===== src/rtl/exec_pkg.sv =====
package exec_pkg;
  typedef enum logic [3:0] {
    FN_ADD = 4'd0, FN_SUB = 4'd1, FN_AND = 4'd2, FN_OR  = 4'd3,
    FN_XOR = 4'd4, FN_SHL = 4'd5, FN_SHR = 4'd6, FN_MOV = 4'd7,
    FN_LDI = 4'd8, FN_CLZ = 4'd9
  } aluFn_e;

  typedef struct packed {
    logic   wrEn;
    logic   illegal;
    aluFn_e fn;
  } ctrlStrobes_t;

  localparam logic [3:0] MAJ_REG = 4'd0;
  localparam logic [3:0] MAJ_LDI = 4'd1;
  localparam logic [3:0] MAJ_CLZ = 4'd2;
  localparam int unsigned FIELD_W = 4;
endpackage


===== src/rtl/exec_ctrl.sv =====
module exec_ctrl
  import exec_pkg::*;
(
  input  logic               clk,
  input  logic               rst_n,
  input  logic               instrValid,
  input  logic [FIELD_W-1:0] major,
  input  logic [FIELD_W-1:0] minor,
  output ctrlStrobes_t       strb,
  output logic               illegalOp
);
  always_comb begin
    strb = '{wrEn: 1'b0, illegal: 1'b0, fn: FN_MOV};
    if (instrValid) begin
      unique case (major)
        MAJ_REG: begin
          if (!minor[FIELD_W-1]) begin
            strb.wrEn = 1'b1;
            strb.fn   = aluFn_e'(minor);
          end else begin
            strb.illegal = 1'b1;
          end
        end
        MAJ_LDI: begin
          strb.wrEn = 1'b1;
          strb.fn   = FN_LDI;
        end
        MAJ_CLZ: begin
          strb.wrEn = 1'b1;
          strb.fn   = FN_CLZ;
        end
        default: strb.illegal = 1'b1;
      endcase
    end
  end

  always_ff @(posedge clk) begin
    if (!rst_n) illegalOp <= 1'b0;
    else        illegalOp <= strb.illegal;
  end


  ill_pulse_chk: assert property (@(posedge clk) disable iff (!rst_n)
    illegalOp |-> $past(instrValid));

  ill_follow_chk: assert property (@(posedge clk) disable iff (!rst_n)
    (instrValid && major > MAJ_CLZ) |=> illegalOp);

  idle_nowrite_chk: assert property (@(posedge clk) disable iff (!rst_n)
    !instrValid |-> !strb.wrEn);
endmodule


===== src/rtl/exec_dpath.sv =====
module exec_dpath
  import exec_pkg::*;
#(
  parameter int unsigned DATA_W  = 32,
  parameter int unsigned REG_CNT = 16
) (
  input  logic                       clk,
  input  logic                       rst_n,
  input  ctrlStrobes_t               strb,
  input  logic [$clog2(REG_CNT)-1:0] aAddr,
  input  logic [$clog2(REG_CNT)-1:0] bAddr,
  input  logic [7:0]                 imm8,
  input  logic [$clog2(REG_CNT)-1:0] dbgAddr,
  output logic [DATA_W-1:0]          dbgData
);
  localparam int unsigned SH_W  = $clog2(DATA_W);
  localparam int unsigned CNT_W = $clog2(DATA_W + 1);

  logic [REG_CNT-1:0][DATA_W-1:0] rf;
  logic [DATA_W-1:0] opA, opB, res;
  logic [CNT_W-1:0]  lzCnt;

  assign opA = rf[aAddr];
  assign opB = rf[bAddr];

  // The highest set bit is the last one the ascending loop sees.
  always_comb begin
    lzCnt = CNT_W'(DATA_W);
    for (int i = 0; i < DATA_W; i++)
      if (opA[i]) lzCnt = CNT_W'(DATA_W - 1 - i);
  end

  always_comb begin
    unique case (strb.fn)
      FN_ADD:  res = opA + opB;
      FN_SUB:  res = opA - opB;
      FN_AND:  res = opA & opB;
      FN_OR:   res = opA | opB;
      FN_XOR:  res = opA ^ opB;
      FN_SHL:  res = opA << opB[SH_W-1:0];
      FN_SHR:  res = opA >> opB[SH_W-1:0];
      FN_LDI:  res = {{(DATA_W-8){imm8[7]}}, imm8};
      FN_CLZ:  res = DATA_W'(lzCnt);
      default: res = opA;
    endcase
  end

  always_ff @(posedge clk) begin
    if (!rst_n)         rf <= '0;
    else if (strb.wrEn) rf[bAddr] <= res;
  end

  assign dbgData = rf[dbgAddr];


  rf_hold_chk: assert property (@(posedge clk) disable iff (!rst_n)
    !strb.wrEn |=> $stable(rf));

  clz_range_chk: assert property (@(posedge clk) disable iff (!rst_n)
    (strb.wrEn && strb.fn == FN_CLZ) |=> rf[$past(bAddr)] <= DATA_W);

  ldi_sext_chk: assert property (@(posedge clk) disable iff (!rst_n)
    (strb.wrEn && strb.fn == FN_LDI) |=>
      ($past(imm8[7]) ? (&rf[$past(bAddr)][DATA_W-1:7])
                      : !(|rf[$past(bAddr)][DATA_W-1:7])));
endmodule


===== src/rtl/exec_core.sv =====
module exec_core
  import exec_pkg::*;
#(
  parameter int unsigned DATA_W = 32
) (
  input  logic              clk,
  input  logic              rst_n,
  input  logic              instrValid,
  input  logic [15:0]       instrWord,
  input  logic [3:0]        dbgAddr,
  output logic [DATA_W-1:0] dbgData,
  output logic              illegalOp
);
  localparam int unsigned REG_CNT = 1 << FIELD_W;

  ctrlStrobes_t strb;

  exec_ctrl ctrl_i (
    .clk        (clk),
    .rst_n      (rst_n),
    .instrValid (instrValid),
    .major      (instrWord[15:12]),
    .minor      (instrWord[11:8]),
    .strb       (strb),
    .illegalOp  (illegalOp)
  );

  exec_dpath #(.DATA_W(DATA_W), .REG_CNT(REG_CNT)) dpath_i (
    .clk     (clk),
    .rst_n   (rst_n),
    .strb    (strb),
    .aAddr   (instrWord[7:4]),
    .bAddr   (instrWord[3:0]),
    .imm8    (instrWord[11:4]),
    .dbgAddr (dbgAddr),
    .dbgData (dbgData)
  );
endmodule


===== config.mk =====
export PLATFORM = sky130hd
export DESIGN_NAME = exec_core
export DESIGN_NICKNAME = d
export VERILOG_FILES = /design/src/rtl/exec_pkg.sv /design/src/rtl/exec_ctrl.sv /design/src/rtl/exec_dpath.sv /design/src/rtl/exec_core.sv
export SDC_FILE = /design/constraint.sdc
export NUM_CORES = 2
export LEC_CHECK = 0
export CORE_ASPECT_RATIO = 0.9
export CORE_UTILIZATION = 55
export DETAILED_ROUTE_END_ITERATION = 6
export DONT_BUFFER_PORTS = 1
export PLACE_DENSITY = 0.7
export SLEW_MARGIN = 15
export SYNTH_ARGS = -nofsm -noshare
export SYNTH_HDL_FRONTEND = slang
export SYNTH_SLANG_ARGS = --single-unit

===== constraint.sdc =====
create_clock -name clk -period 8.7 [get_ports clk]
set_clock_uncertainty 0.05 [all_clocks]
set_input_delay 0.87 -clock clk [delete_from_list [all_inputs] [get_ports clk]]
set_output_delay 0.87 -clock clk [all_outputs]
set_load 0.03 [all_outputs]

==> flow_summary_export.csv <==
group,metric,value,unit
outcome,status,"finished clean",
sta,slew_headroom,14.2,%
sta,min_period,6.65,ns
finish,layout_commonest_cell,"dfxtp_1",
sta,hold_viol_final,0,
placed_design,routabilityCongestion,1.10,
synthesis,synth_area_leader_cell,"dfxtp_1",
clock_network,cts_sinks,513,
clock_network,cts_resized,0,
min_path,min_path_cells,2,
synthesis,synthDistinctLibCells,95,
routing,avgViaCountPerCell,7.73,
routing,routed-via-count,35200,
synthesis,yosysSeqAreaShare,27.2,%
worst_setup_path,critPathCaptureType,"register",
worst_setup_path,rrSetupSlack,2.34,ns
synthesis,yosysWarnings,0,
pwr,clkPwrFrac,47.6,%
routing,drtAntennaViolNets,0,
clock_network,htreeDepth,2,
routing,wire_per_inst,32.9,um
clock_network,numCtsBuffers,54,
synthesis,synth.avg_cell_area,9.69,sq um
sta,setup_tns,0,ns
routing,drtPass1Iterations,6,
pwr,switchingPower,1.34,mW
finish,area_delta_synth_final,5.13,%
clock_network,post_cts_buffers,0,
routing,drc_errors,0,
pwr,leakage,14.5,nW
global_route,grt_pass1_wl,219000,um
synthesis,synth_edf_count,0,
placed_design,dp.cells,4451,
min_path,hold_path.class,"input pin to register",
finish,layoutNonFillerInstCount,4551,
pwr,p_sw_share,24.9,%
sta,finalCritPeriodShare,76.4,%
synthesis,synth_ff_type,"dfxtp_1",
finish,nets,3753,
pwr,powerDensity,135,nW/um^2
worst_setup_path,r2r-start,"dpath_i.rf[65]$_SDFFE_PN0P_",
pwr,ir_drop,0.188,mV
synthesis,synthTopCellsByArea,"dfxtp_1 (27%), mux4_2 (26%), a21oi_1 (4.5%), nand2_1 (4.1%), mux2i_1 (3.8%)",
min_path,hold_path_end,"ctrl_i.illegalOp$_SDFF_PN0_",
finish,register_area,10300,sq um
floorplanning,die_w,278,um
min_path,hp-start,"instrValid",
floorplanning,io_pins,56,
global_route,grt_usage,42.0,%
synthesis,synthCells,3903,
worst_setup_path,crit_required,9.17,ns
global_route,grt_max_degree,398,
pwr,power,5.37,mW
clock_network,insertion_delay,0.66,ns
worst_setup_path,arrival,7.12,ns
synthesis,syn_nets,4022,
pwr,seqPwrFrac,43.9,%
worst_setup_path,worstSetupStartpointType,"input pin",
synthesis,syn-cell-area,37800,sq um
floorplanning,die_y,251,um
job,drv_cap,0,
finish,fillers,5755,
sta,clock.fmax,0.150,GHz
global_route,grt_pass1_vias,32300,
floorplanning,rows,90,
synthesis,synth-async-reset-ratio,0,%
pwr,cellInternalPower,4.03,mW
global_route,antenna_found_initial,4,
finish,drive_gt1_share,19.9,%
sta,final-max-slew-violation-count,0,
floorplanning,start_util,56.1,%
worst_setup_path,critical_path_class,"input pin to register",
routing,drt_wl_total,150000,um
sta,finalSetupViolCount,0,
floorplanning,core-area,67500,sq um
clock_network,cts.clk_slew.worst_paths,0.06,ns
sta,tightest_slew,1.28,ns
synthesis,ys_ff_latch,513,
clock_network,clock_path_buffers,3,
pwr,pwr-share-comb,8.4,%
finish,final_cell_mix,"dfxtp_1 (513), mux4_2 (434), nand2_1 (399)",
worst_setup_path,reg2reg_to,"dpath_i.rf[63]$_SDFFE_PN0P_",
placed_design,port_buffers,0,
worst_setup_path,r2r.worst_path.cells,21,
synthesis,yosysTopAreaCellShare,27.2,%
global_route,grt_overflow,0,
finish,multiInputGateArea,25500,sq um
clock_network,clockRootBuffer,"clkbuf_16",
floorplanning,fp.dieArea,69800,sq um
placed_design,dp_hpwl,91900,um
worst_setup_path,cp_max_fo,142,
clock_network,ctsHoldBuffers,0,
sta,rsz0062_at_grt,"no",
routing,drt_iter0_drc,6013,
clock_network,cts_tree,"done",
## metal layers
layer	global-route usage, %	vias up	part of all wire, %
met5	0	-	0.013
met4	21.6	2	6.0
met3	13.5	619	16
met2	58.2	2803	41
met1	58.4	17200	37
li1	-	14600	-
## cell families after synthesis
kind of cell | Yosys count | synth area share (%)
xor gates and xnor gates | 45 | 1.06
and+or+nand+nor | 1016 | 12.5
muxes | 586 | 29.9
adders and majority gates | 97 | 3.22
DFF | 513 | 27.2
buffers and inverters | 481 | 5.76
AOI/OAI and AO/OA | 1165 | 20.4
## power groups by stage
stage,Combinational [mW],Clock [mW],Sequential [mW]
floorplan,0.438,0,2.41
global placement,0.432,0,2.41
detailed placement,0.430,0,2.41
CTS,0.432,2.56,2.36
global route,0.465,2.65,2.36
finish,0.452,2.56,2.36
## cell usage after synthesis (28+ instances only)
master	instances
a211oi_1	38
a21oi_1	338
a22oi_1	58
buf_2	65
buf_4	28
clkbuf_1	265
dfxtp_1	513
ha_1	95
inv_1	67
mux2i_1	144
mux4_2	434
nand2_1	409
nand2b_1	52
nand3_1	261
nor2_1	117
nor3_1	49
o211a_1	66
o21ai_0	275
o31ai_1	135
xnor2_1	41
## worst max path at each step
stage	start	to	slack, ns	cells past startpoint
after global placement	instrWord[0]	dpath_i.rf[447]$_SDFFE_PN0P_	1.99	21
after floorplan	instrWord[0]	dpath_i.rf[191]$_SDFFE_PN0P_	2.06	27
final	instrWord[0]	dpath_i.rf[63]$_SDFFE_PN0P_	2.05	20
after CTS	instrWord[15]	dpath_i.rf[63]$_SDFFE_PN0P_	2.48	20
after global routing	instrWord[0]	dpath_i.rf[63]$_SDFFE_PN0P_	1.94	20
after detailed placement	instrWord[15]	dpath_i.rf[123]$_SDFFE_PN0P_	1.87	20
## registers in the layout, summed over array words and instances, names as in the netlist
name and count:
ctrl_i.illegalOp 1, dpath_i.rf 512
## final cells by class
class / instances / area share, %
multi-input cells: 2909 / 64.3
diodes: 1 / 0.00630
inverters: 74 / 0.705
clock buffers: 72 / 3.90
clock inverters: 26 / 0.992
well taps: 874 / 2.75
repair buffers: 82 / 1.55
flip-flops and latches: 513 / 25.8
## stage by stage
step / hold slack (ns) / util, % / setup slack [ns] / cell area (sq um)
after floorplan: 0.398 / - / 2.06 / 37800
after global placement: 0.408 / 56.0 / 1.99 / 37800
after detailed placement: 0.421 / 56.0 / 1.87 / 37800
after CTS: 0.313 / 58.9 / 2.48 / 39700
after global routing: 0.342 / 58.9 / 1.94 / 39700
final: 0.321 / 58.9 / 2.05 / 39700
## worst max-delay path, cell delays in order
cell	delay (ns)
mux4_2	0.69
a22oi_1	0.25
and2_2	0.50
ha_1	0.37
nand4_1	0.28
o41ai_1	0.42
xnor2_1	0.13
ha_1	0.24
a21oi_1	0.36
o21bai_1	0.11
a21oi_1	0.27
o21bai_1	0.13
a31oi_1	0.49
o32a_1	0.22
o211ai_1	0.15
a2111oi_0	0.43
nor2_1	0.13
xnor2_1	0.14
buf_4	0.21
o32ai_1	0.36
Note: power is estimated with default switching activity, not from simulation.
